### config.mk
export PLATFORM = sky130hd
export DESIGN_NAME = vpend_select
export DESIGN_NICKNAME = d
export VERILOG_FILES = /design/src/rtl/vps_pkg.sv /design/src/rtl/vps_lr_decode.sv /design/src/rtl/vps_winner.sv /design/src/rtl/vps_preempt.sv /design/src/rtl/vpend_select.sv
export SDC_FILE = /design/constraint.sdc
export NUM_CORES = 1
export LEC_CHECK = 0
export BUFFER_PORTS_ARGS = -buffer_cell sky130_fd_sc_hd__buf_4
export CAP_MARGIN = 5
export CELL_PAD_IN_SITES_DETAIL_PLACEMENT = 0
export CELL_PAD_IN_SITES_GLOBAL_PLACEMENT = 2
export CORE_ASPECT_RATIO = 2
export CORE_UTILIZATION = 14
export DETAILED_ROUTE_END_ITERATION = 12
export PLACE_DENSITY_LB_ADDON = 0.1
export SYNTH_ARGS = -nofsm -noshare
export SYNTH_HDL_FRONTEND = slang
export SYNTH_SLANG_ARGS = --single-unit
### constraint.sdc
create_clock -name clk -period 22.5 [get_ports clk]
set_input_delay 1.125 -clock clk [delete_from_list [all_inputs] [get_ports clk]]
set_output_delay 1.125 -clock clk [all_outputs]
set_load 0.01 [all_outputs]
### src/rtl/vps_pkg.sv
// Shared constants and types for the virtual pending selector.
package vps_pkg;
    localparam int LR_W       = 64;
    localparam int PRIO_W     = 8;
    localparam int PRIO_LSB   = 48;
    localparam int NMI_BIT    = 59;
    localparam int GRP_BIT    = 60;
    localparam int STATE_LSB  = 62;

    typedef enum logic [1:0] {
        ST_INV  = 2'b00,
        ST_PEND = 2'b01,
        ST_ACT  = 2'b10,
        ST_PA   = 2'b11
    } lr_state_e;

    typedef struct packed {
        logic              cand;
        logic [PRIO_W-1:0] prio;
        logic              nmi;
    } cand_t;
endpackage

### src/rtl/vps_lr_decode.sv
// Decodes one list entry into a candidate record.
// Assumes the field layout in vps_pkg; the NMI flag is forced to zero
// when the feature is disabled.
module vps_lr_decode
    import vps_pkg::*;
(
    input  logic [LR_W-1:0] lr,
    input  logic            grp0_en,
    input  logic            grp1_en,
    input  logic            nmi_feat_en,
    output cand_t           cand_o
);
    lr_state_e st;
    logic      grp_ok;

    // Extract fields and qualify the entry as a candidate.
    always_comb begin
        st            = lr_state_e'(lr[STATE_LSB +: 2]);
        grp_ok        = lr[GRP_BIT] ? grp1_en : grp0_en;
        cand_o.cand   = (st == ST_PEND) && grp_ok;
        cand_o.prio   = lr[PRIO_LSB +: PRIO_W];
        cand_o.nmi    = lr[NMI_BIT] & nmi_feat_en;
    end
endmodule

### src/rtl/vps_winner.sv
// Ordered scan over candidates: lower priority wins, an NMI wins an
// equal-priority tie against a non-NMI, otherwise the earlier index holds.
// Assumes the scan starts from priority all-ones with no NMI.
module vps_winner
    import vps_pkg::*;
#(
    parameter int NUM_LR = 4,
    localparam int IDX_W = (NUM_LR > 1) ? $clog2(NUM_LR) : 1
)(
    input  cand_t              cands [NUM_LR],
    output logic               win_valid,
    output logic [IDX_W-1:0]   win_idx,
    output logic [PRIO_W-1:0]  win_prio,
    output logic               win_nmi
);
    // Linear scan keeping the running best.
    always_comb begin
        win_valid = 1'b0;
        win_idx   = '0;
        win_prio  = '1;
        win_nmi   = 1'b0;
        for (int i = 0; i < NUM_LR; i++) begin
            if (cands[i].cand &&
                ((cands[i].prio < win_prio) ||
                 ((cands[i].prio == win_prio) && cands[i].nmi && !win_nmi))) begin
                win_valid = 1'b1;
                win_idx   = IDX_W'(i);
                win_prio  = cands[i].prio;
                win_nmi   = cands[i].nmi;
            end
        end
    end
endmodule

### src/rtl/vps_preempt.sv
// Decides whether the winner may preempt the running priority.
// Assumes win_nmi is already cleared when the NMI feature is off.
module vps_preempt
    import vps_pkg::*;
(
    input  logic              win_valid,
    input  logic [PRIO_W-1:0] win_prio,
    input  logic              win_nmi,
    input  logic [PRIO_W-1:0] run_prio,
    input  logic [PRIO_W-1:0] prio_mask,
    input  logic              nmi_active,
    output logic              preempt
);
    logic [PRIO_W-1:0] m_win, m_run;

    // Masked compare with the NMI equal-priority allowance.
    always_comb begin
        m_win   = win_prio & prio_mask;
        m_run   = run_prio & prio_mask;
        preempt = win_valid &&
                  ((m_win < m_run) ||
                   ((m_win == m_run) && win_nmi && !nmi_active));
    end
endmodule

### src/rtl/vpend_select.sv
// Virtual interrupt pending selector top.
// Decodes NUM_LR list entries, selects the winner, evaluates preemption
// and registers the result. Assumes 1 <= NUM_LR <= 16.
module vpend_select
    import vps_pkg::*;
#(
    parameter int NUM_LR = 4,
    localparam int IDX_W = (NUM_LR > 1) ? $clog2(NUM_LR) : 1
)(
    input  logic                   clk,
    input  logic                   rst_n,
    input  logic [NUM_LR*LR_W-1:0] lr_flat,
    input  logic                   grp0_en,
    input  logic                   grp1_en,
    input  logic [PRIO_W-1:0]      run_prio,
    input  logic [PRIO_W-1:0]      prio_mask,
    input  logic                   nmi_feat_en,
    input  logic                   nmi_active,
    output logic                   sel_valid,
    output logic [IDX_W-1:0]       sel_idx,
    output logic [PRIO_W-1:0]      sel_prio,
    output logic                   sel_nmi,
    output logic                   sel_preempt
);
    cand_t              cands [NUM_LR];
    logic               w_valid, w_nmi, w_pre;
    logic [IDX_W-1:0]   w_idx;
    logic [PRIO_W-1:0]  w_prio;

    for (genvar g = 0; g < NUM_LR; g++) begin : g_dec
        vps_lr_decode u_dec (
            .lr          (lr_flat[g*LR_W +: LR_W]),
            .grp0_en     (grp0_en),
            .grp1_en     (grp1_en),
            .nmi_feat_en (nmi_feat_en),
            .cand_o      (cands[g])
        );
    end

    vps_winner #(.NUM_LR(NUM_LR)) u_win (
        .cands     (cands),
        .win_valid (w_valid),
        .win_idx   (w_idx),
        .win_prio  (w_prio),
        .win_nmi   (w_nmi)
    );

    vps_preempt u_pre (
        .win_valid  (w_valid),
        .win_prio   (w_prio),
        .win_nmi    (w_nmi),
        .run_prio   (run_prio),
        .prio_mask  (prio_mask),
        .nmi_active (nmi_active),
        .preempt    (w_pre)
    );

    // Output register stage with synchronous active-low reset.
    always_ff @(posedge clk) begin
        if (!rst_n) begin
            sel_valid   <= 1'b0;
            sel_idx     <= '0;
            sel_prio    <= '1;
            sel_nmi     <= 1'b0;
            sel_preempt <= 1'b0;
        end else begin
            sel_valid   <= w_valid;
            sel_idx     <= w_idx;
            sel_prio    <= w_prio;
            sel_nmi     <= w_nmi;
            sel_preempt <= w_pre;
        end
    end
endmodule

==> flow_metrics.py <==
metrics = {
    "final_layout": {
        "fillers": 1596,
        "drive_above_1_share": 0.279,
        "antenna_cells": 0,
        "fin_nets": 656,
        "fin_util": 0.208,
        "syn2layout_area_growth_pct": 44.5,
    },
    "power": {
        "power_frac_seq": 0.223,
        "leakage_uw": 0.00126,
        "power_switching_uw": 42.9,
        "ir_drop_v": 0.0000155,
        "powerDensity_nw_per_um2": 40.7,
        "clock_power_share": 0.310,
        "p_sw_frac": 0.362,
        "internal-power_uw": 75.6,
        "power_frac_comb": 0.467,
    },
    "clock_network": {
        "cts_hold_buf": 0,
        "post-cts-setup-buffers": 0,
        "clock_path_buffers": 2,
        "cts_buffers": 3,
        "cts_resized": 0,
        "cts_sinks": 13,
        "clk_pin_slew_ns": 0.06,
        "tritoncts": "built",
        "cts_root_buffer": "clkbuf_16",
        "ctsHtreeMaxLevel": 1,
    },
    "synth": {
        "syn-mean-instance-area_sq_um": 7.38,
        "synthArstFlopShare": 0,
        "yosys_warnings": 0,
        "yosysTopAreaCell": "ha_1",
        "syn_inst": 273,
        "synth_area_leaders": "ha_1, dfxtp_1, mux2i_1, nand2_1, nor2_1",
        "synth_nets": 577,
        "synth-seq-cells": 13,
        "synth_edf_count": 0,
        "synth_cell_type_count": 55,
        "synth_commonest_cells": "nand2_1, nor2_1, ha_1, nor3_1, mux2i_1",
        "synth_top_flop_cell": "dfxtp_1",
        "yosys.area.top_type_share": 0.161,
        "synth-seq-area-share": 0.129,
        "synthesis.area_sq_um": 2010,
    },
    "sta": {
        "tns_ns": 0,
        "setup_viol_count_final": 0,
        "period_needed_ns": 9.94,
        "final.period_utilization": 0.442,
        "slew_headroom": 0.276,
        "rsz0062_at_grt": "false",
        "max_freq_mhz": 101,
        "slew_viol_final": 0,
        "worst_slew_pin_slew_ns": 1.07,
        "hold_viol": 0,
    },
    "floorplan": {
        "dieWidth_microns": 86.8,
        "core_sq_um": 14000,
        "start_util": 0.144,
        "dieArea_sq_um": 14900,
        "num_rows": 61,
        "die_h_microns": 172,
        "ioPinCount": 291,
    },
    "worst_setup_path": {
        "cp.required_ns": 22.68,
        "cp_top_family": "compound AO/OA/AOI/OAI gates",
        "cp_slowest_cell": "a41oi_1",
        "crit_start": "lr_flat[60]",
        "crit_path_end_kind": "flop",
        "path_max_fanout": 16,
        "crit_arrival_ns": 10.12,
        "cp-start-kind": "input port",
        "crit_buf_inv": 2,
        "critPathKind": "input port to flop",
        "slowest_delay_ns": 0.87,
        "crit_top_cell": "o21a_1",
    },
    "global_routing": {
        "grt_pass1_wl_mm": 14.1,
        "grt_pass1_vias": 2362,
        "gr-usage-all-layers": 0.136,
        "grt.overflow.total": 0,
        "antenna_found_initial": 0,
        "grt_max_degree": 17,
    },
    "route": {
        "wl_mm": 9.75,
        "detail-route-antenna-nets": 0,
        "drc": 0,
        "wl_per_cell_microns": 18.1,
        "drtIter0Drc": 93,
        "first_pass_iters": 4,
        "vias": 2272,
        "vias_per_cell": 4.21,
    },
    "hold_path": {
        "hold_start": "lr_flat[243]",
        "min_path_type": "input port to flop",
    },
    "placement": {
        "place_hpwl_mm": 8.74,
        "io_buffers": 82,
        "routabilityCongestion": 0.809,
    },
    "job": {
        "cap_violations": 0,
    },
    "status": {
        "status": "finished clean",
    },
}
[stage by stage]
stage / worst slack [ns] / cells / cell area (sq um) / total power (uW) / hold slack (ns)
global placement: 12.03 / 536 / 2830 / 83.9 / 1.41
floorplan: 13.81 / 273 / 2010 / 56.2 / 1.29
finish: 12.56 / 540 / 2910 / 119 / 1.15
global route: 11.69 / 540 / 2910 / 128 / 1.18
CTS: 12.31 / 540 / 2910 / 122 / 1.15
detailed placement: 12.07 / 536 / 2830 / 83.7 / 1.42
[layout by cell type, fill, tap and decap left out, drive strengths merged, types with 4 or more instances in the layout]
cell type  count
ha            26
buf           84
clkbuf         4
and2           4
nor2b          5
nand2         28
or3            5
o21a           9
mux2i         19
nand2b         5
o21ai         18
dfxtp         13
inv           10
a21oi          9
nand3          8
a21boi         8
nor2          28
nand4          5
mux2           4
nor3          20
[final cells by class]
class / count / area (sq um) / share of cell area
Timing Repair Buffer: 84 / 631 / 0.217
Sequential cell: 13 / 260 / 0.0894
Inverter: 10 / 37.5 / 0.0129
Tap cell: 189 / 236 / 0.0812
Clock buffer: 4 / 78.8 / 0.0271
Multi-Input combinational cell: 240 / 1670 / 0.573
[layer usage]
metal / track usage / vias up / wire (microns)
met2: 0.275 / 59 / 5760
met5: 0 / - / 0
met4: 0.0551 / 0 / 210
met3: 0.00864 / 7 / 206
met1: 0.139 / 1047 / 3580
li1: - / 1159 / -
[kinds of logic (layout without fill, tap and decap cells)]
| logic type | after synthesis | after routing | share of synthesized area |
|---|---|---|---|
| and+or+nand+nor | 119 | 119 | 0.296 |
| adders and majority gates | 28 | 28 | 0.173 |
| AOI/OAI and AO/OA | 66 | 66 | 0.225 |
| DFF | 13 | 13 | 0.129 |
| muxes | 23 | 23 | 0.117 |
| buffers and inverters | 20 | 98 | 0.0429 |
| xor gates and xnor gates | 4 | 4 | 0.0174 |
[sequential cells by signal, indices dropped and copies added (netlist names)]
signal	flops
sel_idx	2
sel_valid	1
sel_nmi	1
sel_prio	8
sel_preempt	1
[power groups by stage]
stage               registers (uW)  logic (uW)  clock network [uW]
global route                  26.6        62.4                38.7
CTS                           26.4        57.1                38.0
finish                        26.4        55.4                36.8
detailed placement            26.8        57.0                   0
floorplan                     27.4        28.8                   0
global placement              26.9        57.0                   0
[final timing paths]
check,end,cells after the start
setup / recovery,sel_preempt,43
hold / removal,sel_prio[3],3
Note: power is estimated with default switching activity, not from simulation.
